`config.mk`:
```
export PLATFORM = sky130hd
export DESIGN_NAME = keyed_reset_guard
export DESIGN_NICKNAME = d
export VERILOG_FILES = /design/src/rtl/krg_pkg.sv /design/src/rtl/krg_decode.sv /design/src/rtl/krg_key_seq.sv /design/src/rtl/krg_arm_trig.sv /design/src/rtl/keyed_reset_guard.sv
export SDC_FILE = /design/constraint.sdc
export NUM_CORES = 1
export LEC_CHECK = 0
export BUFFER_PORTS_ARGS = -buffer_cell sky130_fd_sc_hd__clkbuf_2
export CORE_MARGIN = 2
export CORE_UTILIZATION = 35
export DETAILED_ROUTE_END_ITERATION = 6
export GPL_TIMING_DRIVEN = 1
export PLACE_DENSITY_LB_ADDON = 0.08
export SYNTH_ARGS = -nofsm -noshare
export SYNTH_HDL_FRONTEND = slang
export SYNTH_HIERARCHICAL = 1
export SYNTH_SLANG_ARGS = --single-unit
```
`constraint.sdc`:
```
create_clock -name clk -period 1.6 [get_ports clk]
set_input_delay 0.08 -clock clk [delete_from_list [all_inputs] [get_ports clk]]
set_output_delay 0.08 -clock clk [all_outputs]
set_load 0.1 [all_outputs]
```
`src/rtl/krg_pkg.sv`:
```
`timescale 1ns/1ps
package krg_pkg;

   typedef enum logic [1:0] {
      KS_LOCKED = 2'd0,
      KS_HALF   = 2'd1,
      KS_OPEN   = 2'd2
   } key_state_e;

   typedef struct packed {
      logic any;
      logic key_wr;
      logic arm_wr;
      logic arm_rd;
      logic stat_wr;
      logic stat_rd;
   } bus_hits_t;

endpackage

```
`src/rtl/krg_decode.sv`:
```
`timescale 1ns/1ps
module krg_decode
   import krg_pkg::*;
#(
   parameter int ADDR_W    = 4,
   parameter int KEY_ADDR  = 0,
   parameter int ARM_ADDR  = 1,
   parameter int STAT_ADDR = 2
) (
   input  logic [ADDR_W-1:0] addr_i,
   input  logic              wr_i,
   input  logic              rd_i,
   output bus_hits_t         hits_o
);
   localparam logic [ADDR_W-1:0] A_KEY  = ADDR_W'(KEY_ADDR);
   localparam logic [ADDR_W-1:0] A_ARM  = ADDR_W'(ARM_ADDR);
   localparam logic [ADDR_W-1:0] A_STAT = ADDR_W'(STAT_ADDR);

   logic at_key, at_arm, at_stat;

   always_comb begin
      at_key  = (addr_i == A_KEY);
      at_arm  = (addr_i == A_ARM);
      at_stat = (addr_i == A_STAT);
      hits_o.any     = wr_i | rd_i;
      hits_o.key_wr  = wr_i & at_key;
      hits_o.arm_wr  = wr_i & at_arm;
      hits_o.arm_rd  = rd_i & at_arm;
      hits_o.stat_wr = wr_i & at_stat;
      hits_o.stat_rd = rd_i & at_stat;
   end

   always_comb begin
      assert ($countones({at_key, at_arm, at_stat}) <= 1)
         else $error("decode: overlapping register addresses");
   end
endmodule

```
`src/rtl/krg_key_seq.sv`:
```
`timescale 1ns/1ps
module krg_key_seq
   import krg_pkg::*;
#(
   parameter int                DATA_W     = 32,
   parameter logic [DATA_W-1:0] KEY_FIRST  = 32'hAA99_6655,
   parameter logic [DATA_W-1:0] KEY_SECOND = 32'h5566_99AA
) (
   input  logic              clk,
   input  logic              rst_n,
   input  bus_hits_t         hits_i,
   input  logic [DATA_W-1:0] wdata_i,
   input  logic              force_lock_i,
   output logic              unlocked_o
);
   key_state_e state_q, state_d;
   logic       first_ok, second_ok;

   always_comb begin
      first_ok  = hits_i.key_wr && (wdata_i == KEY_FIRST);
      second_ok = hits_i.key_wr && (wdata_i == KEY_SECOND);
      state_d   = state_q;
      if (force_lock_i) begin
         state_d = KS_LOCKED;
      end else begin
         unique case (state_q)
            KS_LOCKED: if (hits_i.key_wr) state_d = first_ok  ? KS_HALF : KS_LOCKED;
            KS_HALF:   if (hits_i.any)    state_d = second_ok ? KS_OPEN : KS_LOCKED;
            KS_OPEN:   if (hits_i.key_wr) state_d = KS_LOCKED;
            default:                      state_d = KS_LOCKED;
         endcase
      end
   end

   always_ff @(posedge clk) begin
      if (!rst_n) state_q <= KS_LOCKED;
      else        state_q <= state_d;
   end

   assign unlocked_o = (state_q == KS_OPEN);

   // the open state is reached only by a second-key write after the first key
   a_r2_open_needs_sequence: assert property (@(posedge clk) disable iff (!rst_n)
      $rose(unlocked_o) |-> $past(state_q == KS_HALF && hits_i.key_wr && wdata_i == KEY_SECOND));
   // a key write that is not the second key never opens a locked block
   a_r3_wrong_key_stays_locked: assert property (@(posedge clk) disable iff (!rst_n)
      (state_q != KS_OPEN && hits_i.key_wr && wdata_i != KEY_SECOND) |=> !unlocked_o);
   // any other access in the half-open state drops back to locked
   a_r4_intervening_access: assert property (@(posedge clk) disable iff (!rst_n)
      (state_q == KS_HALF && hits_i.any && !hits_i.key_wr) |=> (state_q == KS_LOCKED));
   // any key write relocks an open block
   a_r5_key_write_relocks: assert property (@(posedge clk) disable iff (!rst_n)
      (state_q == KS_OPEN && hits_i.key_wr) |=> !unlocked_o);
endmodule

```
`src/rtl/krg_arm_trig.sv`:
```
`timescale 1ns/1ps
module krg_arm_trig
   import krg_pkg::*;
(
   input  logic      clk,
   input  logic      rst_n,
   input  bus_hits_t hits_i,
   input  logic      wbit0_i,
   input  logic      unlocked_i,
   output logic      armed_o,
   output logic      flag_o,
   output logic      fire_o,
   output logic      pulse_o
);
   logic arm_q, flag_q, pulse_q;

   assign fire_o = hits_i.arm_rd & arm_q;

   always_ff @(posedge clk) begin
      if (!rst_n) begin
         arm_q   <= 1'b0;
         flag_q  <= 1'b0;
         pulse_q <= 1'b0;
      end else begin
         pulse_q <= fire_o;
         if (fire_o) begin
            arm_q  <= 1'b0;
            flag_q <= 1'b1;
         end else begin
            if (hits_i.arm_wr && unlocked_i) arm_q  <= wbit0_i;
            if (hits_i.stat_wr && wbit0_i)   flag_q <= 1'b0;
         end
      end
   end

   assign armed_o = arm_q;
   assign flag_o  = flag_q;
   assign pulse_o = pulse_q;

   // the request lasts exactly one cycle
   a_r8_pulse_single_cycle: assert property (@(posedge clk) disable iff (!rst_n)
      pulse_q |=> !pulse_q);
   // a read of an armed register always fires on the next cycle
   a_r8_armed_read_fires: assert property (@(posedge clk) disable iff (!rst_n)
      (hits_i.arm_rd && arm_q) |=> pulse_q);
   // a read of an unarmed register never fires
   a_r9_unarmed_read_quiet: assert property (@(posedge clk) disable iff (!rst_n)
      (hits_i.arm_rd && !arm_q) |=> !pulse_q);
   // arming is impossible while locked
   a_r6_locked_cannot_arm: assert property (@(posedge clk) disable iff (!rst_n)
      !unlocked_i |=> !$rose(arm_q));
   // the flag is set whenever the request is high
   a_r11_flag_with_pulse: assert property (@(posedge clk) disable iff (!rst_n)
      pulse_q |-> flag_q);
endmodule

```
`src/rtl/keyed_reset_guard.sv`:
```
`timescale 1ns/1ps
module keyed_reset_guard
   import krg_pkg::*;
#(
   parameter int                DATA_W     = 32,
   parameter int                ADDR_W     = 4,
   parameter int                KEY_ADDR   = 0,
   parameter int                ARM_ADDR   = 1,
   parameter int                STAT_ADDR  = 2,
   parameter logic [DATA_W-1:0] KEY_FIRST  = 32'hAA99_6655,
   parameter logic [DATA_W-1:0] KEY_SECOND = 32'h5566_99AA,
   parameter bit                REG_READ   = 1'b0
) (
   input  logic              clk,
   input  logic              rst_n,
   input  logic [ADDR_W-1:0] bus_addr,
   input  logic              bus_wr,
   input  logic              bus_rd,
   input  logic [DATA_W-1:0] bus_wdata,
   output logic [DATA_W-1:0] bus_rdata,
   output logic              unlocked,
   output logic              swrst_pulse
);
   localparam int ADDR_SPAN = 1 << ADDR_W;

   if (DATA_W < 2) begin : g_chk_width
      $error("keyed_reset_guard: DATA_W must be at least 2");
   end
   if (KEY_FIRST == KEY_SECOND) begin : g_chk_keys
      $error("keyed_reset_guard: the two keys must differ");
   end
   if (KEY_ADDR == ARM_ADDR || KEY_ADDR == STAT_ADDR || ARM_ADDR == STAT_ADDR) begin : g_chk_map
      $error("keyed_reset_guard: register addresses must be distinct");
   end
   if (KEY_ADDR >= ADDR_SPAN || ARM_ADDR >= ADDR_SPAN || STAT_ADDR >= ADDR_SPAN) begin : g_chk_span
      $error("keyed_reset_guard: register address outside ADDR_W");
   end

   bus_hits_t   hits;
   logic        armed, flag, fire;
   logic [DATA_W-1:0] rd_val;

   krg_decode #(
      .ADDR_W   (ADDR_W),
      .KEY_ADDR (KEY_ADDR),
      .ARM_ADDR (ARM_ADDR),
      .STAT_ADDR(STAT_ADDR)
   ) u_decode (
      .addr_i(bus_addr),
      .wr_i  (bus_wr),
      .rd_i  (bus_rd),
      .hits_o(hits)
   );

   krg_key_seq #(
      .DATA_W    (DATA_W),
      .KEY_FIRST (KEY_FIRST),
      .KEY_SECOND(KEY_SECOND)
   ) u_key_seq (
      .clk         (clk),
      .rst_n       (rst_n),
      .hits_i      (hits),
      .wdata_i     (bus_wdata),
      .force_lock_i(fire),
      .unlocked_o  (unlocked)
   );

   krg_arm_trig u_arm_trig (
      .clk       (clk),
      .rst_n     (rst_n),
      .hits_i    (hits),
      .wbit0_i   (bus_wdata[0]),
      .unlocked_i(unlocked),
      .armed_o   (armed),
      .flag_o    (flag),
      .fire_o    (fire),
      .pulse_o   (swrst_pulse)
   );

   always_comb begin
      rd_val = '0;
      if (hits.arm_rd)  rd_val[0] = armed;
      if (hits.stat_rd) rd_val[0] = flag;
   end

   if (REG_READ) begin : g_read_registered
      logic [DATA_W-1:0] rdata_q;
      always_ff @(posedge clk) begin
         if (!rst_n) rdata_q <= '0;
         else        rdata_q <= rd_val;
      end
      assign bus_rdata = rdata_q;
   end else begin : g_read_direct
      assign bus_rdata = rd_val;
   end

   // while the request is high the block is locked and disarmed
   a_r10_pulse_clears_state: assert property (@(posedge clk) disable iff (!rst_n)
      swrst_pulse |-> (!unlocked && !armed));
   // arm-register reads never carry bits above bit 0
   a_r7_read_width: assert property (@(posedge clk) disable iff (!rst_n)
      hits.arm_rd |-> (rd_val[DATA_W-1:1] == '0));
endmodule

```
* Word level (Yosys, flattened, before mapping)
Cells that the tools add are included.
Word-level totals: register bits after elaboration 5, output and inout bits 34
Cells by class: reductions and logical operators 9, eq/ne operators 9, bitwise gates (word level) 8, multiplexer cells 10
Operator list (count):
- 32-bit by 31-bit == test with 1-bit output, second input constant | 1
- 32-bit == test, second input constant | 1
- 2-bit 2-to-1 mux | 4
- 1-bit bitwise AND | 6
- 2-bit one-hot mux with 3 select lines | 1
- 1-bit 2-to-1 mux | 5
- 4-bit by 1-bit == test with 1-bit output, second input constant | 1
- 4-bit by 2-bit == test with 1-bit output, second input constant | 1
- 1-bit logical AND | 4
- 4-bit logical NOT | 1
- 2-bit != test, second input constant | 2
- 3-bit AND reduction | 1
- 2-bit by 1-bit == test with 1-bit output, second input constant | 1
- 2-bit == test, second input constant | 1
- 2-bit logical NOT | 1
- 2-bit by 1-bit != test with 1-bit output, second input constant | 1
- 2-bit nonzero test | 1
- 2-bit OR reduction | 1
- 1-bit NOT | 1
- 1-bit bitwise OR | 1

* Longest topological paths before layout
depth in word-level cells 6, depth in mapped cells 7, depth with buffers taken out 7

* By module
Netlist, hierarchy kept.
By module, submodules not included:
- krg_key_seq | instances 1, area each 304.0 µm², cells an instance 37, sequential area each 40.0 µm²
- keyed_reset_guard | instances 1, area each 249.0 µm², cells an instance 35, sequential area each 0.0 µm²
- krg_arm_trig | instances 1, area each 121.4 µm², cells an instance 10, sequential area each 60.1 µm²
- krg_decode | instances 1, area each 66.3 µm², cells an instance 9, sequential area each 0.0 µm²

* Worst setup path before layout
OpenSTA, ideal clock, no wires.
path type input to output, from in bus_addr[2], to out bus_rdata[0], slack -0.249 ns, stages on the path 4, buffers on the path 0, data arrival time 1.769 ns, data required time 1.520 ns, cell sequence nor2_1 > and4b_1 > nand2_1 > o21ai_1
RTL lines:
- start: declaration | line keyed_reset_guard.sv:16 | input logic [ADDR_W-1:0] bus_addr,
- end: declaration | line keyed_reset_guard.sv:20 | output logic [DATA_W-1:0] bus_rdata,

==> impl_metrics.env <==
export IMPL_synth_edf_count=0
export IMPL_period_share=0.9239
export IMPL_yosysUniqueCellTypes=31
export IMPL_avgSynthCellArea_um2=8.140
export IMPL_final_util=0.4773
export IMPL_synth_flop_cell="dfxtp_1"
export IMPL_start_util=0.3737
export IMPL_fp_dieH_um=50.01
export IMPL_grt_usage=0.1394
export IMPL_grt_pass1_vias=668
export IMPL_fin_hold_ws_ns=0.09188
export IMPL_final_area_um2=945.9
export IMPL_required_ns=1.77
export IMPL_fmax_mhz=676.5
export IMPL_async_flop_share=0
export IMPL_p_comb_frac=0.607
export IMPL_dp_slack_ns=-0.1262
export IMPL_p_clk_frac=0.209
export IMPL_multi_input_area_um2=530.5
export IMPL_critPathLaunchType="primary input"
export IMPL_slew_headroom=0.6430
export IMPL_min_path_type="primary input to flop"
export IMPL_num_rows=16
export IMPL_worst_slew_pin_transition_ns=0.5377
export IMPL_insertion_delay_ns=0.24
export IMPL_cts_hold_buf=0
export IMPL_layout_area_overhead_vs_synth_pct=27.70
export IMPL_synthMostInstantiatedCell="buf_4"
export IMPL_setup_viol=0
export IMPL_layout_drive_gt1_share=0.4214
export IMPL_die_w_um=50.01
export IMPL_clock_sinks=5
export IMPL_synthTopCellsByCount="buf_4 (31), nor4bb_1 (11), nand2_1 (7), dfxtp_1 (5), nor2_1 (5)"
export IMPL_syn_inst=91
export IMPL_drc_errors=0
export IMPL_synth_area_top_cells="buf_4 (31%), nor4bb_1 (15%), dfxtp_1 (14%)"
export IMPL_status="finished, final reports clean"
export IMPL_drtIter0Drc=5
export IMPL_clock_root_buffer="clkbuf_4"
export IMPL_dp_cells=163
export IMPL_stdcell_count=167
export IMPL_coreArea_um2=1982
export IMPL_ys_ff_latch=5
export IMPL_place_hpwl_um=1545
export IMPL_slew_viol_final=0
export IMPL_ant_nets=0
export IMPL_arrival_ns=1.65
export IMPL_grt_pass1_wl_um=2697
export IMPL_finalHoldViolCount=0
export IMPL_p_seq_frac=0.183
export IMPL_regArea_um2=100.1
export IMPL_fin_crit_ns=1.478
export IMPL_critPathMaxFanout=3
export IMPL_grt_max_degree=5
export IMPL_synthDominantCellAreaShare=0.3142
export IMPL_yosysSeqAreaShare=0.1351
export IMPL_crit_type="primary input to flop"
export IMPL_switching_share=0.5909
export IMPL_nets=181
export IMPL_wl_per_cell_um=10.38
export IMPL_antenna_found_initial=0
export IMPL_via_per_inst=4.437
export IMPL_n_fill_cell=220
export IMPL_synth_area_um2=740.7
export IMPL_ir_drop_v=0.0004765
export IMPL_maxCapViolCount=0
export IMPL_internal_power_w=0.0002790
export IMPL_place_gp_congestion=0.7135
export IMPL_powerDensity_nw_per_um2=720.9
export IMPL_cts_tree="done"
export IMPL_wl_um=1733
export IMPL_yosysTopAreaCell="buf_4"
export IMPL_leakagePower_nw=0.4781
export IMPL_vias=741
export IMPL_clock_skew_ns=0.003857
export IMPL_p_sw_w=0.0004030
export IMPL_place_area_um2=913.4
export IMPL_crit_path_end_kind="flop"
export IMPL_n_antenna_cell=0
export IMPL_overflow=0
export IMPL_rsz0062_at_grt="no"
export IMPL_drt_pass1_iterations=2
export IMPL_numCtsBuffers=3
export IMPL_io_pins=74
export IMPL_reg2reg_slack_ns=0.19
export IMPL_io_buffers=42
export IMPL_dieArea_um2=2501
export IMPL_clk_pin_slew_worst_paths_ns=0.04
export IMPL_cts_buffer_depth=2
export IMPL_htree_levels=1
export IMPL_setup_ws_ns=0.1217
export IMPL_yosys_warnings=6
-- area by class of cell --
| cell class | count | share of cell area |
|---|---|---|
| clock buffers | 4 | 0.02778 |
| multi-input cells | 85 | 0.5608 |
| flip-flops and latches | 5 | 0.1058 |
| well taps | 27 | 0.03571 |
| repair buffers | 46 | 0.2698 |
-- power groups by stage --
stage	sequential (W)	combinational, W	clock (W)
after floorplan	0.000127	0.000401	0
after global placement	0.000127	0.000411	0
after detailed placement	0.000127	0.000411	0
after CTS	0.000125	0.000412	0.000151
after global routing	0.000125	0.000428	0.000160
final	0.000125	0.000414	0.000143
-- cells in the final DEF, fill, tap and decap left out, drive strengths merged --
cell type / count
a21boi: 2
a21oi: 1
and2: 1
and2b: 1
and3: 1
and3b: 1
and4b: 2
and4bb: 1
buf: 5
clkbuf: 45
conb: 31
dfxtp: 5
nand2: 7
nand2b: 1
nand3: 1
nand4: 4
nor2: 5
nor2b: 2
nor3b: 2
nor4: 1
nor4b: 3
nor4bb: 11
o21a: 1
o21ai: 1
o22ai: 1
or2: 1
or3: 1
or3b: 1
or4: 1
-- sequential cells by signal, summed over array words and instances (netlist names) --
signal,count
u_key_seq/state_q,2
u_arm_trig/flag_o,1
u_arm_trig/armed_o,1
u_arm_trig/pulse_o,1
-- worst paths after layout --
| kind | from | endpoint | cells after the start |
|---|---|---|---|
| setup / recovery | bus_addr[3] | u_key_seq/state_q[0]$_SDFFE_PP0P_ | 8 |
| hold / removal | rst_n | u_arm_trig/flag_o$_SDFFE_PN0P_ | 2 |
| setup reg to reg | u_key_seq/state_q[0]$_SDFFE_PP0P_ | u_key_seq/state_q[0]$_SDFFE_PP0P_ | 4 |
| hold reg to reg | u_key_seq/state_q[0]$_SDFFE_PP0P_ | u_key_seq/state_q[0]$_SDFFE_PP0P_ | 2 |
-- repair_timing --
item / 4_1_cts / 5_1_grt
buffers inserted: 0 / 0
endpoints found under the hold margin: 0 / 0
gates resized for setup: 0 / 1
setup endpoints to repair: 0 / 1
-- kinds of logic (layout without fill, tap and decap cells) --
logic type / after synthesis / in the layout / share of synthesized area
AOI/OAI and AO/OA: 6 / 6 / 0.05237
DFF: 5 / 5 / 0.1351
other: 1 / 31 / 0.005063
and+or+nand+nor: 48 / 48 / 0.4933
buffers and inverters: 31 / 50 / 0.3142
-- worst max-delay path, stage by stage --
cell	delay (ns)
clkbuf_2	0.09
nand2b_1	0.17
nor4_2	0.17
buf_4	0.16
nor4bb_1	0.27
nand2_1	0.08
or4_1	0.48
a21boi_1	0.14
-- metrics by stage --
| stage | setup TNS, ns | power (W) |
|---|---|---|
| 6_report | 0 | 0.0006819 |
| 5_1_grt | 0 | 0.0007124 |
| 4_1_cts | 0 | 0.0006873 |
| 3_5_place_dp | -0.1262 | 0.0005383 |
| 3_3_place_gp | -0.09752 | 0.0005379 |
| 2_1_floorplan | 0 | 0.0005284 |
-- per-layer routing --
metal  vias up  GRT usage  routed length, um
met5         -          0                  0
met4         0    0.06944                 16
met3         2    0.03636                172
met2        46     0.2215                822
met1       322     0.1712                722
li1        371          -                  -
Note: power is estimated with default switching activity, not from simulation.
